--- src/rtl/pwmtb_pkg.sv ---
package pwmtb_pkg;

  localparam int REG_W  = 16;
  localparam int CNT_W  = 16;
  localparam int ADDR_W = 5;
  localparam int PRE1_W = 3;
  localparam int PRE2_W = 3;
  localparam int PRE1_MAX_SHIFT = (1 << PRE1_W) - 1;
  localparam int PRE2_MAX_RATIO = 2 * ((1 << PRE2_W) - 1);
  localparam int DIV_W = PRE1_MAX_SHIFT + $clog2(PRE2_MAX_RATIO + 1);

  // control word field positions
  localparam int F_MODE_LO  = 0;
  localparam int F_LOAD_EN  = 2;
  localparam int F_SYNC_LO  = 4;
  localparam int F_HS_LO    = 7;
  localparam int F_PRE_LO   = 10;
  localparam int F_LOAD_DIR = 13;

  // register byte offsets
  localparam logic [ADDR_W-1:0] A_CTRL   = 5'h00;
  localparam logic [ADDR_W-1:0] A_STAT   = 5'h02;
  localparam logic [ADDR_W-1:0] A_PHASE  = 5'h06;
  localparam logic [ADDR_W-1:0] A_COUNT  = 5'h08;
  localparam logic [ADDR_W-1:0] A_PERIOD = 5'h0A;

  localparam logic [REG_W-1:0] CTRL_RST   = 16'h0000;
  localparam logic [REG_W-1:0] PERIOD_RST = 16'hFFFF;
  localparam logic [REG_W-1:0] PHASE_RST  = 16'h0000;

  typedef enum logic [1:0] {
    MODE_UP     = 2'd0,
    MODE_DOWN   = 2'd1,
    MODE_UPDOWN = 2'd2,
    MODE_HOLD   = 2'd3
  } cnt_mode_e;

  typedef enum logic [1:0] {
    SYNC_PASS = 2'd0,
    SYNC_ZERO = 2'd1,
    SYNC_PRD  = 2'd2,
    SYNC_OFF  = 2'd3
  } sync_sel_e;

  typedef struct packed {
    logic [CNT_W-1:0] value;
    logic             up;
  } cnt_state_t;

  // total division: (2^n) * (h == 0 ? 1 : 2h)
  function automatic logic [DIV_W-1:0] prescale_ratio(
    input logic [PRE1_W-1:0] n,
    input logic [PRE2_W-1:0] h
  );
    logic [DIV_W-1:0] hs;
    if (h == '0) hs = DIV_W'(1);
    else         hs = DIV_W'({h, 1'b0});
    return hs << n;
  endfunction

  // one tick of the time base
  function automatic cnt_state_t next_count(
    input cnt_mode_e        m,
    input logic [CNT_W-1:0] c,
    input logic [CNT_W-1:0] p,
    input logic             up
  );
    cnt_state_t s;
    s.value = c;
    s.up    = up;
    case (m)
      MODE_UP: begin
        s.up    = 1'b1;
        s.value = (c >= p) ? '0 : c + CNT_W'(1);
      end
      MODE_DOWN: begin
        s.up    = 1'b0;
        s.value = (c == '0) ? p : c - CNT_W'(1);
      end
      MODE_UPDOWN: begin
        if (p == '0) begin
          s.value = '0;
        end else if (up) begin
          if (c >= p) begin
            s.up    = 1'b0;
            s.value = c - CNT_W'(1);
          end else begin
            s.value = c + CNT_W'(1);
          end
        end else begin
          if (c == '0) begin
            s.up    = 1'b1;
            s.value = CNT_W'(1);
          end else begin
            s.value = c - CNT_W'(1);
          end
        end
      end
      default: begin
        s.value = c;
      end
    endcase
    return s;
  endfunction

endpackage

--- src/rtl/pwmtb_prescaler.sv ---
module pwmtb_prescaler
  import pwmtb_pkg::*;
#(
  parameter int RATIO_W = DIV_W
) (
  input  logic               clk,
  input  logic               rst_n,
  input  logic               restart,
  input  logic [RATIO_W-1:0] ratio,
  output logic               tick
);

  logic [RATIO_W-1:0] div_cnt;
  logic [RATIO_W-1:0] last_val;

  assign last_val = (ratio == '0) ? '0 : ratio - RATIO_W'(1);
  assign tick     = (div_cnt >= last_val);

  always_ff @(posedge clk) begin
    if (!rst_n) begin
      div_cnt <= '0;
    end else if (restart || tick) begin
      div_cnt <= '0;
    end else begin
      div_cnt <= div_cnt + RATIO_W'(1);
    end
  end

endmodule

--- src/rtl/pwmtb_regs.sv ---
module pwmtb_regs
  import pwmtb_pkg::*;
#(
  parameter int AW = ADDR_W,
  parameter int DW = REG_W
) (
  input  logic          clk,
  input  logic          rst_n,
  input  logic [AW-1:0] bus_addr,
  input  logic          bus_wr,
  input  logic [DW-1:0] bus_wdata,
  output logic [DW-1:0] ctrl_q,
  output logic [DW-1:0] period_q,
  output logic [DW-1:0] phase_q,
  output logic          ctrl_wr
);

  logic period_wr;
  logic phase_wr;

  assign ctrl_wr   = bus_wr && (bus_addr == A_CTRL);
  assign period_wr = bus_wr && (bus_addr == A_PERIOD);
  assign phase_wr  = bus_wr && (bus_addr == A_PHASE);

  always_ff @(posedge clk) begin
    if (!rst_n) begin
      ctrl_q   <= CTRL_RST;
      period_q <= PERIOD_RST;
      phase_q  <= PHASE_RST;
    end else begin
      if (ctrl_wr)   ctrl_q   <= bus_wdata;
      if (period_wr) period_q <= bus_wdata;
      if (phase_wr)  phase_q  <= bus_wdata;
    end
  end

endmodule

--- src/rtl/pwmtb_counter.sv ---
module pwmtb_counter
  import pwmtb_pkg::*;
(
  input  logic             clk,
  input  logic             rst_n,
  input  logic             tick,
  input  cnt_mode_e        mode,
  input  logic [CNT_W-1:0] period,
  input  logic [CNT_W-1:0] phase,
  input  logic             load_fire,
  input  logic             load_dir,
  output logic [CNT_W-1:0] count,
  output logic             dir_q
);

  cnt_state_t step;

  always_comb begin
    step = next_count(mode, count, period, dir_q);
  end

  always_ff @(posedge clk) begin
    if (!rst_n) begin
      count <= '0;
      dir_q <= 1'b1;
    end else if (load_fire) begin
      count <= phase;
      dir_q <= load_dir;
    end else if (tick) begin
      count <= step.value;
      dir_q <= step.up;
    end
  end

endmodule

--- src/rtl/pwmtb_timebase.sv ---
module pwmtb_timebase
  import pwmtb_pkg::*;
(
  input  logic              clk,
  input  logic              rst_n,
  input  logic [ADDR_W-1:0] bus_addr,
  input  logic              bus_wr,
  input  logic [REG_W-1:0]  bus_wdata,
  output logic [REG_W-1:0]  bus_rdata,
  input  logic              sync_in,
  output logic [CNT_W-1:0]  count,
  output logic              zero_match,
  output logic              prd_match,
  output logic              dir_up,
  output logic              sync_out
);

  logic [REG_W-1:0]  ctrl_q;
  logic [REG_W-1:0]  period_q;
  logic [REG_W-1:0]  phase_q;
  logic              ctrl_wr;
  logic              presc_tick;
  logic [DIV_W-1:0]  ratio;
  logic              ratio_one;
  logic              load_fire;
  logic              dir_q;
  cnt_mode_e         mode;
  sync_sel_e         sync_sel;
  logic [PRE1_W-1:0] pre_n;
  logic [PRE2_W-1:0] pre_h;

  pwmtb_regs i_regs (
    .clk       (clk),
    .rst_n     (rst_n),
    .bus_addr  (bus_addr),
    .bus_wr    (bus_wr),
    .bus_wdata (bus_wdata),
    .ctrl_q    (ctrl_q),
    .period_q  (period_q),
    .phase_q   (phase_q),
    .ctrl_wr   (ctrl_wr)
  );

  assign mode      = cnt_mode_e'(ctrl_q[F_MODE_LO +: 2]);
  assign sync_sel  = sync_sel_e'(ctrl_q[F_SYNC_LO +: 2]);
  assign pre_n     = ctrl_q[F_PRE_LO +: PRE1_W];
  assign pre_h     = ctrl_q[F_HS_LO +: PRE2_W];
  assign ratio     = prescale_ratio(pre_n, pre_h);
  assign ratio_one = (ratio == DIV_W'(1));
  assign load_fire = ctrl_q[F_LOAD_EN] && sync_in;

  pwmtb_prescaler #(.RATIO_W(DIV_W)) i_presc (
    .clk     (clk),
    .rst_n   (rst_n),
    .restart (ctrl_wr),
    .ratio   (ratio),
    .tick    (presc_tick)
  );

  pwmtb_counter i_cnt (
    .clk       (clk),
    .rst_n     (rst_n),
    .tick      (presc_tick),
    .mode      (mode),
    .period    (period_q),
    .phase     (phase_q),
    .load_fire (load_fire),
    .load_dir  (ctrl_q[F_LOAD_DIR]),
    .count     (count),
    .dir_q     (dir_q)
  );

  always_comb begin
    case (mode)
      MODE_UP:   dir_up = 1'b1;
      MODE_DOWN: dir_up = 1'b0;
      default:   dir_up = dir_q;
    endcase
  end

  assign zero_match = (count == '0);
  assign prd_match  = (count == period_q);

  always_comb begin
    case (sync_sel)
      SYNC_PASS: sync_out = sync_in;
      SYNC_ZERO: sync_out = zero_match;
      SYNC_PRD:  sync_out = prd_match;
      default:   sync_out = 1'b0;
    endcase
  end

  always_comb begin
    case (bus_addr)
      A_CTRL:   bus_rdata = ctrl_q;
      A_STAT:   bus_rdata = {{(REG_W-1){1'b0}}, dir_up};
      A_PHASE:  bus_rdata = phase_q;
      A_COUNT:  bus_rdata = count;
      A_PERIOD: bus_rdata = period_q;
      default:  bus_rdata = '0;
    endcase
  end

endmodule

--- config.mk ---
export PLATFORM = sky130hd
export DESIGN_NAME = pwmtb_timebase
export DESIGN_NICKNAME = d
export VERILOG_FILES = /design/src/rtl/pwmtb_pkg.sv /design/src/rtl/pwmtb_prescaler.sv /design/src/rtl/pwmtb_regs.sv /design/src/rtl/pwmtb_counter.sv /design/src/rtl/pwmtb_timebase.sv
export SDC_FILE = /design/constraint.sdc
export NUM_CORES = 1
export LEC_CHECK = 0
export BUFFER_PORTS_ARGS = -buffer_cell sky130_fd_sc_hd__buf_2
export CAP_MARGIN = 20
export CORE_ASPECT_RATIO = 0.8
export CORE_UTILIZATION = 40
export CTS_CLUSTER_DIAMETER = 40
export DETAILED_ROUTE_END_ITERATION = 7
export PLACE_DENSITY = 0.68
export SLEW_MARGIN = 20
export SYNTH_ARGS = -nofsm -noshare
export SYNTH_HDL_FRONTEND = slang
export SYNTH_SLANG_ARGS = --single-unit
export TNS_END_PERCENT = 30
--- constraint.sdc ---
create_clock -name clk -period 11.6 [get_ports clk]
set_input_delay 1.16 -clock clk [delete_from_list [all_inputs] [get_ports clk]]
set_output_delay 1.16 -clock clk [all_outputs]
set_load 0.005 [all_outputs]
==> results.toml, run 1 <==
[cts]
cts_setup_buffers = 0
cts_buffer_depth = 2
htreeDepth = 3
clock_latency_ns = 0.34
clock_sinks = 76
cts_buffers = 9
cts_tree = "yes"
ctsRootBufferMaster = "clkbuf_16"
clk_pin_slew_ns = 0.06
ctsHoldBuffers = 0
cts_resized = 0

[sta]
finalHoldViolCount = 0
worstMarginPinSlew_ns = 0.8514
fin_crit_sh = 0.3807
setup_viol = 0
fin_worst_skew_ns = 0.007224
fin_crit_ns = 4.416
setup_ws_ns = 7.184
grt_setup_unrepaired = "no"
slew_headroom = 0.4249
fmax_mhz = 226.4
fin_tns_setup_ns = 0
drv_slew = 0

[cells_and_area]
seq_area_um2 = 1521
multi_input_area_um2 = 4195
nets = 901
n_antenna_cell = 0
syn2layout_area_growth_pct = 10.65
fin_cells = 1028
final_layout_size_suffix_gt1_frac = 0.1209
num-fill-cells = 1477
final_util = 0.4621

[logic_synthesis]
synth-edff-count = 0
synth.most_common_cell = "nand2_1"
synth-seq-area-share = 0.2506
yosys_register_bits = 76
async_reset_ff_frac = 0
synth_top_flop_cell = "dfxtp_1"
synthTopCellsByCount = "nand2_1 (131), dfxtp_1 (76), nor2_1 (67)"
yosysTopAreaCellShare = 0.2506
synth_cells = 826
synthTopCellsByArea = "dfxtp_1 (25%), nand2_1 (8.1%), ha_1 (7.4%), a21oi_1 (5.4%), mux2i_1 (4.8%)"
synth.distinct_cells = 70
yosysTopAreaCell = "dfxtp_1"
yosys_warnings = 0
avgSynthCellArea_um2 = 7.351
synth_nets = 887
synth_area_um2 = 6072

[global_route]
grt_use_total = 0.2467
antenna_found_initial = 0
grt_pass1_vias = 5552
grt_max_degree = 39
grt_pass1_wl_mm = 30.64
overflow = 0

[placed_design]
portBuffers = 60
dp_slack_ns = 7.219
hpwl_mm = 14.42
place_congestion = 0.9500
dp.cells = 1013

[die]
dieArea_um2 = 15680
die_x_um = 139.8
ioPinCount = 61
rows = 39
die_h_um = 112.2
coreArea_um2 = 14540
initial_utilization = 0.4176

[pwr]
p_per_area_nw_per_um2 = 130.2
leakagePower_nw = 2.784
peakVddDrop_mv = 0.07903
finalPower_mw = 0.8747

[min_path]
hold_path_class = "flip-flop to flip-flop"
hold_path_depth = 2

[setup_path]
critPathArrivalTime_ns = 4.63
slowest_delay_ns = 0.60
crit_chain = "or4_1 -> or3_1 -> ha_1 -> inv_1 -> or2_2 -> nor2_1 -> mux2i_1 -> ha_1 -> a211o_1 -> o22a_1 -> o31a_1 -> and2_1 -> nand2_1 -> o31ai_1 -> or4_1"
r2r_setup_slack_ns = 7.18
critPathKind = "flip-flop to flip-flop"
r2r_cells = 15
endpoint_kind = "flip-flop"
critPathLaunchType = "flip-flop"
cp_top_family = "simple AND/OR/NAND/NOR gates"
worst-path-stages = 15
crit_fanout = 18
cpMaxStageDelayCell = "or4_1"
worstPathRequired_ns = 11.81
worst-path-buf-inv = 1

[detailed_routing]
firstDrtPassIters = 7
num_vias = 6336
drt_iter0_drc = 756
drt_wl_total_mm = 19.27
via_per_inst = 6.163
antenna_left = 0
drc_errors = 1
wire_per_inst_um = 18.74

[job]
drv_cap = 0

[outcome]
outcome = "complete, but fails checks"
violations = "DRC"
layer usage:
metal | global-route usage | vias to the layer above | routed length, um
li1 | - | 3015 | -
met1 | 0.3792 | 2952 | 9211
met2 | 0.3463 | 334 | 7806
met3 | 0.04565 | 35 | 1973
met4 | 0.06154 | 0 | 275
met5 | 0 | - | 0
flip-flops by register name, indices dropped and copies added, names as in the netlist:
register	flops
i_regs.phase_q	16
i_regs.ctrl_q	16
i_cnt.count	16
i_presc.div_cnt	11
i_regs.period_q	16
i_cnt.dir_q	1
layout make-up:
| type | instances | share of cell area |
|---|---|---|
| Multi-Input combinational cell | 658 | 0.6244 |
| Sequential cell | 76 | 0.2264 |
| Inverter | 31 | 0.01732 |
| Timing Repair Buffer | 64 | 0.04916 |
| Clock inverter | 4 | 0.01080 |
| Clock buffer | 11 | 0.03762 |
| Tap cell | 184 | 0.03426 |
through the flow:
stage,cell area (um2),hold slack (ns)
after CTS,6713,0.4633
after global placement,6387,0.4463
after global routing,6719,0.4914
after detailed placement,6387,0.4537
final,6719,0.4619
after floorplan,6072,0.4362
tightest hold or removal path, delay by kind of cell (launching register included):
kind | cells | cell delay (ns)
AOI/OAI and AO/OA | 1 | 0.05
DFF | 1 | 0.31
and+or+nand+nor | 1 | 0.05
kinds of logic (layout without fill, tap and decap cells):
| group | after synthesis | in the layout | share of synthesized area |
|---|---|---|---|
| multiplexers | 33 | 33 | 0.05522 |
| AO/OA/AOI/OAI | 215 | 215 | 0.2374 |
| XOR/XNOR | 40 | 40 | 0.05770 |
| AND/OR/NAND/NOR | 334 | 334 | 0.2642 |
| flip-flops | 76 | 76 | 0.2506 |
| buffers and inverters | 92 | 110 | 0.06078 |
| adder cells (fa/ha/maj) | 36 | 36 | 0.07418 |
layout by cell type (no fill, tap or decap), drive strengths merged, types with 15 or more instances in the layout:
cell / netlist / routed
a21oi: 65 / 65
a221o: 15 / 15
and3: 15 / 15
buf: 7 / 64
dfxtp: 76 / 76
ha: 36 / 36
inv: 31 / 31
mux2i: 29 / 29
nand2: 132 / 132
nand3: 20 / 20
nor2: 68 / 68
nor3: 21 / 21
o211ai: 23 / 23
o21ai: 37 / 37
xnor2: 19 / 19
xor2: 21 / 21
worst paths after layout:
check / from / to
hold / removal: i_regs.ctrl_q[15] / i_regs.ctrl_q[15]
setup reg to reg: i_regs.ctrl_q[7] / i_cnt.dir_q
hold reg to reg: i_regs.ctrl_q[15] / i_regs.ctrl_q[15]
setup / recovery: i_regs.ctrl_q[7] / i_cnt.dir_q
report_power, final:
group          internal [mW]  switching, mW
combinational          0.105          0.159
sequential             0.271         0.0334
clock                  0.198          0.108
total                  0.575          0.300
No activity file was read; power rests on OpenSTA's default activity.
==> run 2: changes to the inputs <==
PLACE_DENSITY = 0.7   (was 0.68)
clock period = 3.97 ns   (was 11.6 ns; I/O delays follow)
==> run 2 against run 1 <==
  * The run now ends clean
  * Final cell count grew 3.2%
  * Critical path type unchanged
  * Via count grew 3.8%
  * Sequential power grew to 2.8 times the previous value
  * Clock power grew to 2.9 times the previous value
  * Sequential share of layout area shrank 0.72 points
  * Wire length grew 4.5%
  * Critical path depth is the same
  * Clock skew is essentially flat
==> results.toml, run 2 (synthesized netlist as in run 1, its figures left out) <==
[die]
ioPinCount = 61
dieArea_um2 = 15680
initial_utilization = 0.4176
die_x_um = 139.8
coreArea_um2 = 14540
die_h_um = 112.2
rows = 39

[cells_and_area]
final_layout_size_suffix_gt1_frac = 0.1608
fin_cells = 1061
num-fill-cells = 1483
final_common_cell = "nand2_1"
final_util = 0.4787
n_antenna_cell = 0
most-common-layout-cells = "nand2_1 (130), dfxtp_1 (72), nor2_1 (66), a21oi_1 (64), buf_2 (60)"
syn2layout_area_growth_pct = 14.65
nets = 933

[setup_path]
slowest_delay_ns = 0.54
crit_fanout = 7
critPathLaunchType = "flip-flop"
worst-path-buf-inv = 1
critPathKind = "flip-flop to flip-flop"
endpoint_kind = "flip-flop"
worstPathRequired_ns = 4.19
r2r_setup_slack_ns = 0.16
cpMaxStageDelayCell = "or4_1"
crit_chain = "or4_1 -> or3_4 -> ha_1 -> inv_2 -> or2_2 -> nor2_1 -> mux2i_1 -> ha_1 -> a211o_1 -> o22a_1 -> o31a_1 -> and2_4 -> nand2_1 -> o31ai_1 -> or4_1"
critPathArrivalTime_ns = 4.03
cp_top_family = "simple AND/OR/NAND/NOR gates"

[cts]
ctsHoldBuffers = 0
clk_pin_slew_ns = 0.06
clock_sinks = 76
clock_latency_ns = 0.34
cts_tree = "yes"
ctsRootBufferMaster = "clkbuf_16"
cts_buffer_depth = 2
cts_buffers = 9
htreeDepth = 3

[sta]
fin_crit_sh = 0.9587
finalHoldViolCount = 0
setup_viol = 0
fin_worst_skew_ns = 0.006821
setup_ws_ns = 0.1641
fmax_mhz = 262.8
fin_crit_ns = 3.806
worstMarginPinSlew_ns = 0.7585
whs_ns = 0.3106
drv_slew = 0
slew_headroom = 0.4943

[pwr]
p_sw_mw = 0.9010
leakagePower_nw = 2.944
peakVddDrop_mv = 0.2494
combPwrFrac = 0.338
pwr-share-seq = 0.323
finalPower_mw = 2.591
power_frac_clock = 0.339
p_per_area_nw_per_um2 = 372.2
p_int_mw = 1.690
switching_share = 0.3477

[detailed_routing]
num_vias = 6577
wire_per_inst_um = 18.97
drc_errors = 0
antenna_left = 0
drt_iter0_drc = 643
via_per_inst = 6.199
firstDrtPassIters = 5
drt_wl_total_mm = 20.13

[placed_design]
portBuffers = 60
place_congestion = 0.9355
hpwl_mm = 15.06
dp_slack_ns = 0.09266
dp.cells = 1045

[global_route]
grt_pass1_wl_mm = 31.60
overflow = 0
grt_pass1_vias = 5877
antenna_found_initial = 0
grt_use_total = 0.2554
grt_max_degree = 34

[min_path]
hold_path_class = "primary input to flip-flop"

[outcome]
outcome = "finished clean"

[job]
drv_cap = 0
[run 2: stage by stage]
stage               setup TNS, ns  cell area (um2)
floorplan                       0             6072
global placement                0             6628
detailed placement              0             6628
CTS                             0             6938
global route            -0.002012             6962
finish                          0             6962
[run 2: layer usage]
layer / GRT usage / up-vias / wire length (um)
met2: 0.3693 / 367 / 8264
li1: - / 3070 / -
met3: 0.05674 / 37 / 1981
met5: 0 / - / 0
met1: 0.3796 / 3103 / 9551
met4: 0.06007 / 0 / 327
[run 2: worst paths after layout]
kind	depth (start not counted)	to	start
hold / removal	3	i_regs.ctrl_q[10]	bus_wdata[10]
setup reg to reg	15	i_cnt.dir_q	i_regs.ctrl_q[7]
hold reg to reg	2	i_regs.ctrl_q[3]	i_regs.ctrl_q[3]
setup / recovery	15	i_cnt.dir_q	i_regs.ctrl_q[7]
[run 2: worst register-to-register path, cell delays in order (launching register included)]
cell and delay (ns):
dfxtp_2 0.35, or4_1 0.54, or3_4 0.36, ha_1 0.21, inv_2 0.07, or2_2 0.13
nor2_1 0.05, mux2i_1 0.14, ha_1 0.34, a211o_1 0.29, o22a_1 0.20, o31a_1 0.13
and2_4 0.17, nand2_1 0.11, o31ai_1 0.08, or4_1 0.50
[run 2: timing repair]
item | CTS | global route
setup endpoints to repair | 0 | 13
setup buffers | 0 | 0
gates resized for setup | 0 | 13
[run 2: layout make-up]
class / instances / area, um2 / share of cell area
clock buffer: 12 / 236.5 / 0.03397
clock inverter: 4 / 73.82 / 0.01060
inverter: 31 / 116.4 / 0.01671
multi-input combinational: 658 / 4208 / 0.6044
sequential: 76 / 1526 / 0.2193
tap: 184 / 230.2 / 0.03307
timing repair buffer: 96 / 570.5 / 0.08196
[run 2: power groups by stage]
stage / Sequential (mW) / Clock (mW) / Combinational, mW
2_1_floorplan: 0.841 / 0 / 0.612
3_3_place_gp: 0.852 / 0 / 0.838
3_5_place_dp: 0.851 / 0 / 0.847
4_1_cts: 0.835 / 0.881 / 0.851
5_1_grt: 0.840 / 0.918 / 0.939
6_report: 0.838 / 0.878 / 0.876
